--- config.mk ---
export PLATFORM = sky130hd
export DESIGN_NAME = slp_rst_ctrl
export DESIGN_NICKNAME = d
export VERILOG_FILES = /design/src/rtl/slp_pkg.sv /design/src/rtl/slp_width_stretch.sv /design/src/rtl/slp_level_seq.sv /design/src/rtl/slp_rst_ctrl.sv
export SDC_FILE = /design/constraint.sdc
export NUM_CORES = 1
export LEC_CHECK = 0
export BUFFER_PORTS_ARGS = -buffer_cell sky130_fd_sc_hd__buf_2
export CELL_PAD_IN_SITES_DETAIL_PLACEMENT = 0
export CELL_PAD_IN_SITES_GLOBAL_PLACEMENT = 1
export CORE_ASPECT_RATIO = 0.75
export CORE_MARGIN = 4
export CORE_UTILIZATION = 41
export CTS_CLUSTER_SIZE = 28
export DETAILED_ROUTE_END_ITERATION = 10
export PLACE_DENSITY = 0.78
export REMOVE_ABC_BUFFERS = 1
export SETUP_SLACK_MARGIN = 0.5
export SYNTH_ARGS = -nofsm -noshare
export SYNTH_HDL_FRONTEND = slang
export SYNTH_SLANG_ARGS = --single-unit
--- constraint.sdc ---
create_clock -name clk_i -period 4 [get_ports clk_i]
set_input_delay 0.6 -clock clk_i [delete_from_list [all_inputs] [get_ports clk_i]]
set_output_delay 0.6 -clock clk_i [all_outputs]
set_load 0.1 [all_outputs]
--- src/rtl/slp_pkg.sv ---
package slp_pkg;
  typedef enum logic [1:0] {
    LVL_S0 = 2'd0,
    LVL_S3 = 2'd1,
    LVL_S4 = 2'd2,
    LVL_S5 = 2'd3
  } slp_lvl_e;
endpackage

--- src/rtl/slp_width_stretch.sv ---
module slp_width_stretch #(
  parameter int MW_W = 8
) (
  input  logic            clk_i,
  input  logic            rst_ni,
  input  logic            sub_sleep_i,
  input  logic [MW_W-1:0] min_width_i,
  output logic            sub_eff_o
);
  logic            eff_q;
  logic [MW_W-1:0] cnt_q;

  always_ff @(posedge clk_i or negedge rst_ni) begin
    if (!rst_ni) begin
      eff_q <= 1'b0;
      cnt_q <= '0;
    end else if (!eff_q) begin
      if (sub_sleep_i) begin
        eff_q <= 1'b1;
        cnt_q <= min_width_i;
      end
    end else begin
      if (cnt_q > MW_W'(1)) cnt_q <= cnt_q - MW_W'(1);
      if (!sub_sleep_i && cnt_q <= MW_W'(1)) eff_q <= 1'b0;
    end
  end

  assign sub_eff_o = eff_q;

  AST_DROP_AFTER_INPUT_LOW: assert property (@(posedge clk_i) disable iff (!rst_ni)
    $fell(eff_q) |-> !$past(sub_sleep_i));
  AST_RISE_FOLLOWS_INPUT: assert property (@(posedge clk_i) disable iff (!rst_ni)
    $rose(eff_q) |-> $past(sub_sleep_i));
endmodule

--- src/rtl/slp_level_seq.sv ---
module slp_level_seq
  import slp_pkg::*;
(
  input  logic     clk_i,
  input  logic     rst_ni,
  input  slp_lvl_e tgt_i,
  input  logic     batt_low_i,
  input  logic     exit_hold_ni,
  input  logic     sub_eff_i,
  output slp_lvl_e lvl_o,
  output logic     rel_o
);
  slp_lvl_e lvl_q, lvl_d;
  logic     rel_q;
  logic     batt_block, hold_block;

  assign batt_block = batt_low_i && (lvl_q == LVL_S4 || lvl_q == LVL_S5);
  assign hold_block = !exit_hold_ni && !sub_eff_i;

  always_comb begin
    lvl_d = lvl_q;
    if (tgt_i > lvl_q) lvl_d = tgt_i;  // entry is immediate
    else if (tgt_i < lvl_q && !batt_block && !hold_block)
      lvl_d = slp_lvl_e'(lvl_q - 2'd1); // exit one step at a time
  end

  always_ff @(posedge clk_i or negedge rst_ni) begin
    if (!rst_ni) begin
      lvl_q <= LVL_S0;
      rel_q <= 1'b0;
    end else begin
      lvl_q <= lvl_d;
      rel_q <= (lvl_q == LVL_S0) && (lvl_d == LVL_S0);
    end
  end

  assign lvl_o = lvl_q;
  assign rel_o = rel_q;

  AST_EXIT_ONE_STEP: assert property (@(posedge clk_i) disable iff (!rst_ni)
    (lvl_q < $past(lvl_q)) |-> (lvl_q == slp_lvl_e'($past(lvl_q) - 2'd1)));
  AST_BATT_HOLDS: assert property (@(posedge clk_i) disable iff (!rst_ni)
    (batt_low_i && lvl_q >= LVL_S4) |=> (lvl_q >= $past(lvl_q)));
  AST_HOLDOFF_HOLDS: assert property (@(posedge clk_i) disable iff (!rst_ni)
    (!exit_hold_ni && !sub_eff_i) |=> (lvl_q >= $past(lvl_q)));
  AST_REL_ONLY_IN_S0: assert property (@(posedge clk_i) disable iff (!rst_ni)
    rel_q |-> (lvl_q == LVL_S0));
endmodule

--- src/rtl/slp_rst_ctrl.sv ---
module slp_rst_ctrl
  import slp_pkg::*;
#(
  parameter int MW_W = 8
) (
  input  logic            clk_i,
  input  logic            rst_ni,
  input  logic [1:0]      tgt_state_i,
  input  logic            pwr_good_i,
  input  logic            batt_low_i,
  input  logic            exit_hold_ni,
  input  logic            sub_sleep_i,
  input  logic [MW_W-1:0] min_width_i,
  output logic            slp_s3_no,
  output logic            slp_s4_no,
  output logic            slp_s5_no,
  output logic            slp_lan_no,
  output logic            slp_wlan_no,
  output logic            plt_rst_no
);
  slp_lvl_e lvl;
  logic     sub_eff, rel;

  slp_width_stretch #(.MW_W(MW_W)) i_stretch (
    .clk_i       (clk_i),
    .rst_ni      (rst_ni),
    .sub_sleep_i (sub_sleep_i),
    .min_width_i (min_width_i),
    .sub_eff_o   (sub_eff)
  );

  slp_level_seq i_seq (
    .clk_i        (clk_i),
    .rst_ni       (rst_ni),
    .tgt_i        (slp_lvl_e'(tgt_state_i)),
    .batt_low_i   (batt_low_i),
    .exit_hold_ni (exit_hold_ni),
    .sub_eff_i    (sub_eff),
    .lvl_o        (lvl),
    .rel_o        (rel)
  );

  assign slp_s3_no   = (lvl == LVL_S0);
  assign slp_s4_no   = (lvl <= LVL_S3);
  assign slp_s5_no   = (lvl != LVL_S5);
  assign slp_wlan_no = (lvl == LVL_S0);
  assign slp_lan_no  = (lvl == LVL_S0) || !sub_eff;
  assign plt_rst_no  = rel && pwr_good_i;  // power-good acts without a clock

  AST_RST_LOW_IN_SLEEP: assert property (@(posedge clk_i) disable iff (!rst_ni)
    !slp_s3_no |-> !plt_rst_no);
  AST_RST_AFTER_S3: assert property (@(posedge clk_i) disable iff (!rst_ni)
    $rose(rel) |-> $past(slp_s3_no));
  AST_PLANES_NESTED: assert property (@(posedge clk_i) disable iff (!rst_ni)
    (!slp_s5_no |-> !slp_s4_no) and (!slp_s4_no |-> !slp_s3_no));
endmodule

==> impl_results.md <==
- Status: finished, final reports clean
- Die area: 2940 µm²
- Final HPWL DP: 1470 µm
- F_max: 458 MHz
- Max IR drop VDD: 0.464 mV
- Critical path type: reg -> out
- Placed Area: 986 µm²
- # setup viols final: 0
- CTS tree: built
- CTS buffer count: 3
- # DRC: 0
- Clock Power Share: 0.103
- # rows: 14
- Worst hold path class: in -> async
- Global-route wire length before repair: 3020 µm
- Initial DRC Count: 23
- Layout net count: 143
- Core Region: 2010 µm²
- #FFs+latches synth: 12
- Req. time, crit path: 3400 ps
- Seq pwr share: 0.270
- Routed Antenna Nets: 0
- Vias: 732
- Cell count after synthesis: 98
- Endpoint type of the worst setup path: output port
- Initial antenna violation count: 0
- # resized after CTS: 0
- Total global routing overflow: 0
- Mean area per synthesized cell: 8.92 µm²
- Slew HR: 0.606
- Initial core utilization: 0.434
- Clock skew: 7.34 ps
- H-tree depth: 1
- Area grow syn2layout: 16.9%
- Root buffer cell: clkbuf_4
- GRT Total Usage: 0.143
- Final WL: 1870 µm
- Internal power: 417 µW
- CTS Hold Buffers Added: 0
- Antenna diodes: 0
- CTS sink count: 12
- CTS Buffer Depth: 2
- Via-per-instance ratio: 5.15
- Largest net degree at the start of global routing: 19
- Leakage power: 0.484 nW
- Fin. max-slew vios: 0
- Vias in the first global route: 674
- Reg area: 300 µm²
- Routed wire per std cell: 13.2 µm
- GP Congestion: 0.712
- Worst Path Arrival: 1580 ps
- CP startpoint kind: register
- RSZ-0062 raised after global routing: false
- Pre-Repair DR Iteration Count: 4
- Multi-input logic area: 517 µm²
- Reg clk slew, reported paths: 80 ps
- Die span in y: 48 µm
- Fin crit period: 2180 ps
- Net Sw Power: 510 µW
- Tcrit/Tclk final: 0.546
- Switching part of the total power: 0.550
- Share of post-route cells with drive strength above 1: 0.254
- Design area: 1020 µm²
- Synth cell types: 32
- Synthesized cell area: 875 µm²
- Clk_lat worst skew: 270 ps
- Register area share after synthesis: 0.343
- Warnings, synthesis: 0
- Max capacitance violation total: 0
- Dominant cell type by area after synthesis: dfrtp_1
- Total of fill cells in the finished design: 198
- Share of the synthesized area in the top cell type: 0.343
- IO Port Bufs: 21
- Setup TNS: 0 ps
- Area contributors post-synth: dfrtp_1, ha_1, a211oi_1
- DIE WIDTH: 61.3 µm
- Setup bufs post-CTS: 0
- PD cells: 907 nW/µm²
- Worst Path Max Fanout: 5
- Ports: 22
- Final Hold Viols: 0
- Worst-Margin Slew: 591 ps
- Comb power frac: 0.627
==> metrics by stage <==
| stage | util | worst slack (ps) | total power, mW | instances | hold slack, ps |
|---|---|---|---|---|---|
| 3_3_place_gp | 0.489 | 1720 | 0.814 | 138 | 494 |
| 3_5_place_dp | 0.489 | 1660 | 0.836 | 138 | 495 |
| 6_report | 0.507 | 1820 | 0.927 | 142 | 184 |
| 2_1_floorplan | - | 559 | 0.729 | 93 | 304 |
| 5_1_grt | 0.507 | 1700 | 0.998 | 142 | 188 |
| 4_1_cts | 0.507 | 1790 | 0.937 | 142 | 190 |
==> cell usage in the layout, fill, tap and decap left out, types with 3 or more instances in the layout <==
cell	n
xor2_1	4
nand2b_1	4
a21oi_1	5
nor2b_1	4
inv_1	9
o21ai_0	3
nand2_1	4
dfrtp_1	12
buf_2	21
a211oi_1	6
clkbuf_4	3
ha_1	8
nor2_1	9
and2_1	3
==> state kept, by name, summed over array words and instances (netlist names) <==
register             cells
i_stretch.sub_eff_o      1
i_seq.rel_o              1
i_stretch.cnt_q          8
i_seq.lvl_o              2
==> cells in the mapped netlist <==
cell type / n
dfrtp_1: 12
inv_1: 9
nor2_1: 9
ha_1: 8
a211oi_1: 6
a21oi_1: 5
nand2_1: 4
nand2b_1: 4
nor2b_1: 4
xor2_1: 4
and2_1: 3
clkbuf_1: 3
o21ai_0: 3
a2bb2oi_1: 2
a31oi_1: 2
nand3_1: 2
or3b_2: 2
xnor2_1: 2
a221oi_1: 1
buf_2: 1
buf_4: 1
mux2i_1: 1
nand2_2: 1
nand4_1: 1
nand4b_1: 1
nor4_2: 1
nor4b_1: 1
o2111ai_1: 1
o22ai_1: 1
o311ai_1: 1
or4_1: 1
or4_4: 1
==> path summary, 6_finish.rpt <==
path	startpoint	end	slack (ps)	cells past startpoint
max	i_seq.lvl_o[1]	slp_lan_no	1820	5
min	rst_ni	i_stretch.cnt_q[2]	180	1
max in group asynchronous	rst_ni	i_seq.lvl_o[0]	3600	1
min in group clk_i	i_stretch.cnt_q[1]	i_stretch.cnt_q[1]	590	2
max reg2reg	i_seq.lvl_o[1]	i_seq.rel_o	1840	6
min reg2reg	i_stretch.cnt_q[1]	i_stretch.cnt_q[1]	590	2
==> layer usage <==
metal | vias to the layer above | track usage | routed length (µm)
li1 | 386 | - | -
met1 | 333 | 0.195 | 911
met2 | 13 | 0.217 | 839
met3 | 0 | 0.0566 | 120
met4 | 0 | 0.0297 | 0
met5 | - | 0 | 0
==> cell families (layout without fill, tap and decap cells) <==
| kind of cell | Yosys count | after routing | share of synthesized area |
|---|---|---|---|
| AO/OA/AOI/OAI | 22 | 22 | 0.169 |
| XOR/XNOR | 6 | 6 | 0.0601 |
| adder cells (fa/ha/maj) | 8 | 8 | 0.114 |
| buffers and inverters | 14 | 34 | 0.0658 |
| flip-flops | 12 | 12 | 0.343 |
| multiplexers | 1 | 1 | 0.0114 |
| AND/OR/NAND/NOR | 35 | 35 | 0.236 |
==> layout make-up <==
| class | count | area share |
|---|---|---|
| Multi-Input combinational cell | 72 | 0.506 |
| Clock buffer | 4 | 0.0355 |
| Tap cell | 24 | 0.0294 |
| Sequential cell | 12 | 0.294 |
| Inverter | 9 | 0.0330 |
| Timing Repair Buffer | 21 | 0.103 |
==> critical path, cell delays in order, from the launching register on <==
cell and delay [ps]:
dfrtp_1 440, inv_1 130, ha_1 190, inv_1 70, nand2_1 60, buf_2 430
==> power by group through the flow <==
| stage | Clock, mW | Sequential (mW) | Combinational [mW] |
|---|---|---|---|
| floorplan | 0 | 0.231 | 0.499 |
| global placement | 0 | 0.248 | 0.566 |
| detailed placement | 0 | 0.251 | 0.584 |
| CTS | 0.0999 | 0.249 | 0.588 |
| global route | 0.105 | 0.260 | 0.634 |
| finish | 0.0956 | 0.250 | 0.582 |
No activity file was read; power rests on OpenSTA's default activity.
